--- src/rtl/alarm_flag_pkg.sv ---
// Package: field widths and the packed time layout shared by the alarm unit.
// Assumes seconds sit in the least significant bits of every time word.
package alarm_flag_pkg;
    parameter int SEC_W   = 6;
    parameter int MIN_W   = 6;
    parameter int HOUR_W  = 5;
    parameter int DAY_W   = 5;
    parameter int MON_W   = 4;
    parameter int YEAR_W  = 7;
    parameter int WDAY_W  = 3;
    parameter int NFIELD  = 7;
    localparam int TIME_W = SEC_W + MIN_W + HOUR_W + DAY_W + MON_W + YEAR_W + WDAY_W;

    typedef struct packed {
        logic [WDAY_W-1:0] wday;
        logic [YEAR_W-1:0] year;
        logic [MON_W-1:0]  month;
        logic [DAY_W-1:0]  day;
        logic [HOUR_W-1:0] hour;
        logic [MIN_W-1:0]  minute;
        logic [SEC_W-1:0]  sec;
    } time_t;
endpackage

--- src/rtl/alarm_field_cmp.sv ---
// Module: masked field comparator for one alarm.
// Reports a match when every enabled field equals the current time.
// An empty mask never matches. Purely combinational.
module alarm_field_cmp
    import alarm_flag_pkg::*;
(
    input  time_t             cur,
    input  time_t             ref_t,
    input  logic [NFIELD-1:0] fen,
    output logic              match
);
    logic [NFIELD-1:0] eq;

    // Equality for each field, in the order of the enable bits
    always_comb begin
        eq[0] = (cur.sec    == ref_t.sec);
        eq[1] = (cur.minute == ref_t.minute);
        eq[2] = (cur.hour   == ref_t.hour);
        eq[3] = (cur.day    == ref_t.day);
        eq[4] = (cur.month  == ref_t.month);
        eq[5] = (cur.year   == ref_t.year);
        eq[6] = (cur.wday   == ref_t.wday);
    end

    // Match needs at least one enabled field and no enabled mismatch
    always_comb begin
        match = (|fen) && ((eq | ~fen) == {NFIELD{1'b1}});
    end
endmodule

--- src/rtl/alarm_flag_cell.sv ---
// Module: sticky flag for one alarm with match-edge detection.
// Samples the match only on the second strobe. Sets on a new match.
// Clears on a read strobe, and a set in the same cycle wins.
module alarm_flag_cell (
    input  logic clk,
    input  logic rst_n,
    input  logic tick,
    input  logic match,
    input  logic rd_clr,
    output logic set_pulse,
    output logic flag
);
    logic prev_match;

    // Keep the match result from the previous strobe
    always_ff @(posedge clk) begin
        if (!rst_n)
            prev_match <= 1'b0;
        else if (tick)
            prev_match <= match;
    end

    // A new match seen on a strobe
    always_comb begin
        set_pulse = tick && match && !prev_match;
    end

    // Sticky flag, with set taking priority over the read clear
    always_ff @(posedge clk) begin
        if (!rst_n)
            flag <= 1'b0;
        else if (set_pulse)
            flag <= 1'b1;
        else if (rd_clr)
            flag <= 1'b0;
    end
endmodule

--- src/rtl/alarm_flag_unit.sv ---
// Module: top of the dual alarm flag unit.
// Instantiates a comparator and a flag cell for each alarm and
// drives the active-low interrupt from the enabled flags.
// Assumes the strobes are single-cycle and synchronous to clk.
module alarm_flag_unit
    import alarm_flag_pkg::*;
#(
    parameter int NALARM = 2
) (
    input  logic                       clk,
    input  logic                       rst_n,
    input  logic [TIME_W-1:0]          cur_time,
    input  logic                       sec_tick,
    input  logic [NALARM*TIME_W-1:0]   alm_time,
    input  logic [NALARM*NFIELD-1:0]   alm_fen,
    input  logic [NALARM-1:0]          irq_en,
    input  logic                       stat_rd_done,
    output logic [NALARM-1:0]          alm_flags,
    output logic                       irq_n
);
    logic [NALARM-1:0] match;
    logic [NALARM-1:0] set_pulse;
    time_t             cur_s;

    // View the current time as a struct
    always_comb cur_s = time_t'(cur_time);

    for (genvar i = 0; i < NALARM; i++) begin : g_alarm
        alarm_field_cmp u_cmp (
            .cur   (cur_s),
            .ref_t (time_t'(alm_time[i*TIME_W +: TIME_W])),
            .fen   (alm_fen[i*NFIELD +: NFIELD]),
            .match (match[i])
        );
        alarm_flag_cell u_flag (
            .clk       (clk),
            .rst_n     (rst_n),
            .tick      (sec_tick),
            .match     (match[i]),
            .rd_clr    (stat_rd_done),
            .set_pulse (set_pulse[i]),
            .flag      (alm_flags[i])
        );
    end

    // Interrupt is low while any enabled flag is set
    always_comb begin
        irq_n = !(|(alm_flags & irq_en));
    end
endmodule

--- config.mk ---
export PLATFORM = sky130hd
export DESIGN_NAME = alarm_flag_unit
export DESIGN_NICKNAME = d
export VERILOG_FILES = /design/src/rtl/alarm_flag_pkg.sv /design/src/rtl/alarm_field_cmp.sv /design/src/rtl/alarm_flag_cell.sv /design/src/rtl/alarm_flag_unit.sv
export SDC_FILE = /design/constraint.sdc
export NUM_CORES = 1
export LEC_CHECK = 0
export BUFFER_PORTS_ARGS = -buffer_cell sky130_fd_sc_hd__buf_2
export CAP_MARGIN = 20
export CORE_MARGIN = 3
export CORE_UTILIZATION = 35
export DETAILED_ROUTE_END_ITERATION = 10
export PLACE_DENSITY = 0.87
export SYNTH_ARGS = -nofsm -noshare
export SYNTH_HDL_FRONTEND = slang
export SYNTH_SLANG_ARGS = --single-unit
--- constraint.sdc ---
create_clock -name clk -period 4.1 [get_ports clk]
set_clock_uncertainty 0.2 [all_clocks]
set_input_delay 0.82 -clock clk [delete_from_list [all_inputs] [get_ports clk]]
set_output_delay 0.82 -clock clk [all_outputs]
set_load 0.03 [all_outputs]
**After elaboration in Yosys (flattened, before gate mapping)**

Cells that the tools add are included.

- Flip-flop bits (word level): 4
- Latch bits: 0
- RAM bits: 0
- ROM bits: 0
- Input bits: 128
- Output and inout port bits: 3
- Word-level logic and storage cells: 42
- Memories kept: 0

- Add/sub/neg operators: 0
- Multipliers: 0
- Divide/modulo/power cells: 0
- Order comparisons: 0
- Equality and inequality tests: 16
- Shift-type cells: 0
- Muxes and demuxes: 3
- Bitwise operators: 5
- Reduce and logical (&&, ||, !) cells: 14

Operator list:

| cell | number |
|---|---|
| $eq 6x6->1 | 4 |
| $eq 5x5->1 | 4 |
| $eq 7x7->1 | 2 |
| $eq 7x7->1 const B | 2 |
| $not 7->7 | 2 |
| $or 7x7->7 | 2 |
| $reduce_or 7->1 | 2 |
| $eq 4x4->1 | 2 |
| $eq 3x3->1 | 2 |
| $logic_and 1x1->1 | 6 |
| $reduce_bool 2->1 | 2 |
| $logic_not 1->1 | 3 |
| $mux 1 | 3 |
| $and 2x2->2 | 1 |
| $reduce_or 2->1 | 1 |

**Longest topological paths before layout**

Gate-level depths: netlist of run 1.

- Word-level depth: 7
- Gate-level depth with buffers: 5
- Mapped depth without buffers: 5

**By module**

Synthesis of run 1 repeated with hierarchy kept, for this count alone.

- Cell total of the unflattened synthesis: 127
- Area total of the unflattened synthesis: 1,036.0 sq um

By module, submodules not included:

| module | instances | cells each | area an instance (sq um) | seq. area each (sq um) |
|---|---|---|---|---|
| alarm_field_cmp | 2 | 54 | 427.9 | 0.0 |
| alarm_flag_cell | 2 | 9 | 83.8 | 40.0 |
| alarm_flag_unit | 1 | 1 | 12.5 | 0.0 |

**Worst setup path before layout of run 1**

Ideal clock, no wire load.

- Path kind: input-to-output
- Start point: input port irq_en[0]
- End point: output port irq_n
- Arrival: 1.359 ns
- Required time: 3.080 ns
- Slack: 1.721 ns
- Stages: 1
- Buffers on the path: 0
- Cell sequence: a22oi_1

- Cells in the longest elaborated chain, start to end: 3

Ends and longest elaborated chain:

| element | RTL line | source |
|---|---|---|
| from (decl) | alarm_flag_unit.sv:16 | `input logic [NALARM-1:0] irq_en,` |
| $and 2x2->2 | alarm_flag_unit.sv:48 | `irq_n = !(\|(alm_flags & irq_en));` |
| $reduce_or 2->1 | alarm_flag_unit.sv:48 |  |
| $logic_not 1->1 | alarm_flag_unit.sv:48 |  |
| to (decl) | alarm_flag_unit.sv:19 | `output logic irq_n` |

Every way passes these cells.

**Final worst setup path of run 1**

Ends and elaborated chain as after synthesis.

==> flow_summary.yaml, run 1 <==
finish:
  fin_nets: 387
  drive_above_1_share_pct: 53.3
  area_growth_pct: 66.9
  insertedDiodeCount: 0
  final_util_pct: 62.0
synthesis:
  yosysSeqAreaShare_pct: 7.69
  yosysMostFrequentCell: "xnor2_1"
  synth_area_um2: 1040
  synth_top_area_share_pct: 42.1
  synth_xor_area_share_pct: 60.6
  synthTopCellsByArea: "xnor2_1 (42%), xor2_1 (19%), dfxtp_1 (7.7%), o31ai_1 (6.5%), nand4_1 (6.0%)"
  synth_mux_area_share_pct: 0
  synth_top_family_by_area: "XOR/XNOR gates"
  yosysTopAreaCell: "xnor2_1"
  synth-compound-area-share_pct: 13.7
  postSynthAreaPerCell_um2: 8.26
  synth_edf_count: 0
  synthAdderAreaFrac_pct: 0
  synth_simple_gate_area_share_pct: 16.6
  synthCells: 126
  ys_seq_elements: 4
  yosys_most_used_dff: "dfxtp_1"
  async_flop_share_pct: 0
  ys_warn_count: 0
  synthTopCellsByCount: "xnor2_1 (50), xor2_1 (22), nand4_1 (10)"
  syn-num-nets: 254
  synthDistinctLibCells: 19
worst_setup_path:
  cp-end-kind: "output port"
  timing.reg2reg.setup_slack_ps: 3280
  cp_max_fo: 1
  regToRegEndpoint: "g_alarm[0].u_flag.flag$_SDFFE_PN0P_"
  cp-start-kind: "input port"
  cp.required_ps: 3080
  worstRegToRegCells: 1
  crit_arrival_ps: 1290
  worstSetupStartpoint: "irq_en[0]"
  rr_startpoint: "g_alarm[0].u_flag.prev_match$_SDFFE_PN0P_"
  setup.worst_path.class: "in2out"
floorplan:
  io_pins: 131
  rows: 19
  die_h_um: 60.5
  start_util_pct: 37.1
  dieArea_um2: 3660
  core_area_um2: 2810
  fp.dieW_um: 60.5
place:
  port_buffers: 130
  globalplace.congestion: 0.809
  hpwl_um: 3430
power:
  p_leak_nw: 0.813
  vdd_drop_max_mv: 0.0703
  p_per_area_nw_per_um2: 143
sta:
  final_hold_viol_count: 0
  fin_crit_sh_pct: 56.5
  fin_crit_ps: 2310
  tns_ps: 0
  slew_headroom_pct: 78.2
  worst_pin_slew_ps: 324
  drv_slew: 0
  max_freq_ghz: 0.432
  setup_viol: 0
  rsz0062_at_grt: "false"
clock_network:
  root_buffer: "clkbuf_4"
  cts_buffers: 3
  postCtsHoldBufs: 0
  path_clk_slew_ps: 40
  ctsLongestPathBuffers: 2
  postCtsSetupRepairBufs: 0
  cts_tree: "done"
  htreeDepth: 1
  cts_resized: 0
  cts.sinks: 4
  insertion_delay_ps: 240
routing:
  final_antenna_net_count: 0
  avgRoutedWirePerCell_um: 12.4
  drc: 0
  via_per_inst: 4.92
  wl_um: 3580
  vias: 1418
  drtPass1Iterations: 4
  dr.first_iter.drc_count: 14
hold_path:
  whs_path_depth: 1
  worstHoldEndpoint: "g_alarm[1].u_flag.flag$_SDFFE_PN0P_"
  min_path_type: "reg2reg"
  worstHoldStart: "g_alarm[1].u_flag.prev_match$_SDFFE_PN0P_"
run_status:
  status: "complete, no violations"
grt:
  grt_pass1_vias: 1371
  antenna_found_initial: 0
  grt.total_usage_pct: 18.6
  grt_max_degree: 4
  grt_pass1_wl_um: 5180
  overflow: 0
job:
  max_cap_viol_count: 0
-- worst max path at each step --
stage	endpoint	slack [ps]	cells after the start
6_report	irq_n	1790	3
5_1_grt	irq_n	1720	3
4_1_cts	irq_n	1790	3
3_5_place_dp	irq_n	1790	3
3_3_place_gp	irq_n	1790	3
2_1_floorplan	irq_n	1720	1
-- worst max-delay path, cell delays in order --
cell and delay (ps):
buf_2 100, a22oi_1 160, buf_2 220
-- power by group --
part           leakage (nW)  internal [mW]  total [mW]  switching (mW)
combinational         0.767         0.0913       0.157          0.0659
clock                0.0138         0.0329      0.0516          0.0186
sequential           0.0322         0.0392      0.0394        0.000117
-- flip-flops by register name, indices dropped and copies added (netlist names) --
signal and cells:
g_alarm.u_flag.flag 2, g_alarm.u_flag.prev_match 2
-- logic make-up after synthesis --
| logic type | count (synthesis) |
|---|---|
| AOI/OAI and AO/OA | 19 |
| xor gates and xnor gates | 72 |
| buffers and inverters | 2 |
| DFF | 4 |
| and+or+nand+nor | 29 |
-- stage by stage --
step           setup slack, ps  hold WS, ps  area (um2)  std cells  total power [mW]
2_1_floorplan             1720          218        1040        126             0.111
3_3_place_gp              1790          237        1720        285             0.195
3_5_place_dp              1790          250        1720        285             0.199
4_1_cts                   1790          259        1740        288             0.252
5_1_grt                   1720          293        1740        288             0.270
6_report                  1790          248        1740        288             0.248
-- cell type report --
class                           count  area [um2]
Multi-Input combinational cell    120         946
Timing Repair Buffer              130         651
Fill cell                         262        1070
Clock buffer                        3        22.5
Tap cell                           31        38.8
Sequential cell                     4        80.1
-- metal layers --
layer	part of all wire, %	global-route usage [%]
met1	33	19.0
met2	55	38.4
met3	11	2.77
met4	0.22	4.95
met5	0	0
-- cell usage in the layout, fill, tap and decap left out, drive strengths merged --
| master | n |
|---|---|
| buf | 130 |
| xnor2 | 50 |
| xor2 | 22 |
| nand4 | 10 |
| o31ai | 10 |
| nand3 | 8 |
| nand2 | 5 |
| a21oi | 4 |
| dfxtp | 4 |
| clkbuf | 3 |
| or4 | 2 |
| nor2b | 2 |
| o21ai | 2 |
| o41ai | 2 |
| nor4 | 2 |
| a22oi | 1 |
Note: power is estimated with default switching activity, not from simulation.
==> run 2, diff against run 1 <==
CORE_UTILIZATION = 33   (was 35)
PLACE_DENSITY = 0.82   (was 0.87)
clock period = 2.41 ns   (was 4.1 ns; I/O delays follow)
==> run 2 against run 1 <==
First-iteration DRC count is 36% higher. Worst hold slack got worse by 7.3 ps. Setup slack worse by 1000 ps. Power rose by 68%. Non-clock buffer count did not move. Clock-buffer cell count is the same. Clock power grew 59%. Sequential cell count is the same. Sequential share of layout area is essentially flat. Register-to-register slack worse by 1700 ps. Wire length increased by 3.7%. Critical endpoint is now g_alarm[1].u_flag.flag$_SDFFE_PN0P_. Largest cell class unchanged.
==> flow_summary.yaml, run 2 (synthesis results as in run 1) <==
routing:
  drtPass1Iterations: 4
  vias: 1401
  final_antenna_net_count: 0
  via_per_inst: 4.69
  wl_um: 3720
  dr.first_iter.drc_count: 19
  avgRoutedWirePerCell_um: 12.4
  drc: 0
sta:
  fin_crit_ps: 1660
  fin_crit_sh_pct: 69.0
  max_freq_ghz: 0.601
  final_hold_viol_count: 0
  tns_ps: 0
  worst_slack_ps: 747
  holdWs_ps: 241
  setup_viol: 0
  drv_slew: 0
  rsz0062_at_grt: "false"
  worst_pin_slew_ps: 350
  slew_headroom_pct: 76.5
worst_setup_path:
  cp_common_cell: "o31ai_1"
  setup.worst_path.class: "in2reg"
  max_stage_delay_ps: 330
  crit_slowest_cell: "o31ai_1"
  cp_cell_sequence: "buf_2 > xnor2_1 > nand3_1 > o31ai_1 > nand4_1 > o31ai_1"
  crit_buf_inv: 1
  cp-start-kind: "input port"
  cp.required_ps: 2360
  cp_max_fo: 2
  cp-end-kind: "flop"
  critPathTopFamily: "compound AO/OA/AOI/OAI gates"
  crit_arrival_ps: 1610
clock_network:
  ctsLongestPathBuffers: 2
  cts_tree: "done"
  path_clk_slew_ps: 40
  cts_resized: 0
  htreeDepth: 1
  postCtsHoldBufs: 0
  postCtsSetupRepairBufs: 0
  insertion_delay_ps: 230
  cts.sinks: 4
  root_buffer: "clkbuf_4"
  cts_buffers: 3
power:
  p_total_mw: 0.416
  switching_share_pct: 33.3
  p_seq_share_pct: 16.1
  p_per_area_nw_per_um2: 238
  vdd_drop_max_mv: 0.148
  p_int_mw: 0.278
  p_sw_mw: 0.139
  p_comb_share_pct: 64.2
  p_clk_share_pct: 19.7
  p_leak_nw: 0.813
grt:
  overflow: 0
  grt.busiest_layer: "met2"
  antenna_found_initial: 0
  grt_pass1_vias: 1462
  grt_max_degree: 4
  grt.total_usage_pct: 18.3
  use_met3_pct: 5.05
  grt_use_met2_pct: 35.9
  grt_pass1_wl_um: 5860
  globalRouteMet1Util_pct: 19.1
finish:
  insertedDiodeCount: 0
  final_util_pct: 60.9
  final_common_cell: "buf_2"
  final_cells: 299
  multi_input_area_um2: 946
  fin_nets: 387
  register_area_um2: 80.1
  area_growth_pct: 68.3
  fin_area_um2: 1750
  fillers: 286
  reg_top3: "g_alarm.u_flag.flag x2, g_alarm.u_flag.prev_match x2"
  layout_common_cells: "buf_2 (130), xnor2_1 (50), xor2_1 (22)"
  drive_above_1_share_pct: 53.3
floorplan:
  io_pins: 131
  core_area_um2: 2880
  start_util_pct: 36.2
  die_h_um: 62.2
  fp.dieW_um: 62.2
  dieArea_um2: 3860
  rows: 19
place:
  dp.cells: 296
  port_buffers: 130
  placed_area_um2: 1730
  hpwl_um: 3560
  place_ws_ps: 478
  globalplace.congestion: 0.701
run_status:
  status: "complete, no violations"
job:
  max_cap_viol_count: 0
hold_path:
  min_path_type: "reg2reg"
==> run 2: cell counts in the layout (fill, tap and decap cells not counted) <==
Identical to the previous run, type by type.
==> run 2: final cells by class <==
class	instances	area share, %
Clock buffer	3	1.29
Multi-Input combinational cell	120	54.0
Sequential cell	4	4.57
Tap cell	42	3.00
Timing Repair Buffer	130	37.1
==> run 2: final timing paths <==
| path | start | to | slack, ps | cells after the start |
|---|---|---|---|---|
| setup / recovery | alm_time[53] | g_alarm[1].u_flag.flag$_SDFFE_PN0P_ | 750 | 6 |
| hold / removal | g_alarm[0].u_flag.prev_match$_SDFFE_PN0P_ | g_alarm[0].u_flag.flag$_SDFFE_PN0P_ | 240 | 1 |
| hold reg to reg | g_alarm[0].u_flag.prev_match$_SDFFE_PN0P_ | g_alarm[0].u_flag.flag$_SDFFE_PN0P_ | 240 | 1 |
| setup reg to reg | g_alarm[1].u_flag.prev_match$_SDFFE_PN0P_ | g_alarm[1].u_flag.flag$_SDFFE_PN0P_ | 1610 | 1 |
==> run 2: power groups by stage <==
stage          logic (mW)  clock network (mW)  registers [mW]
2_1_floorplan       0.120                   0          0.0680
3_3_place_gp        0.265                   0          0.0680
3_5_place_dp        0.269                   0          0.0681
4_1_cts             0.271              0.0874          0.0670
5_1_grt             0.294              0.0939          0.0669
6_report            0.267              0.0822          0.0671
==> run 2: routing by layer <==
metal  part of all wire [%]  up-vias
li1                       -      709
met3                     10        4
met1                     36      602
met4                   0.94        0
met5                      0        -
met2                     53       86
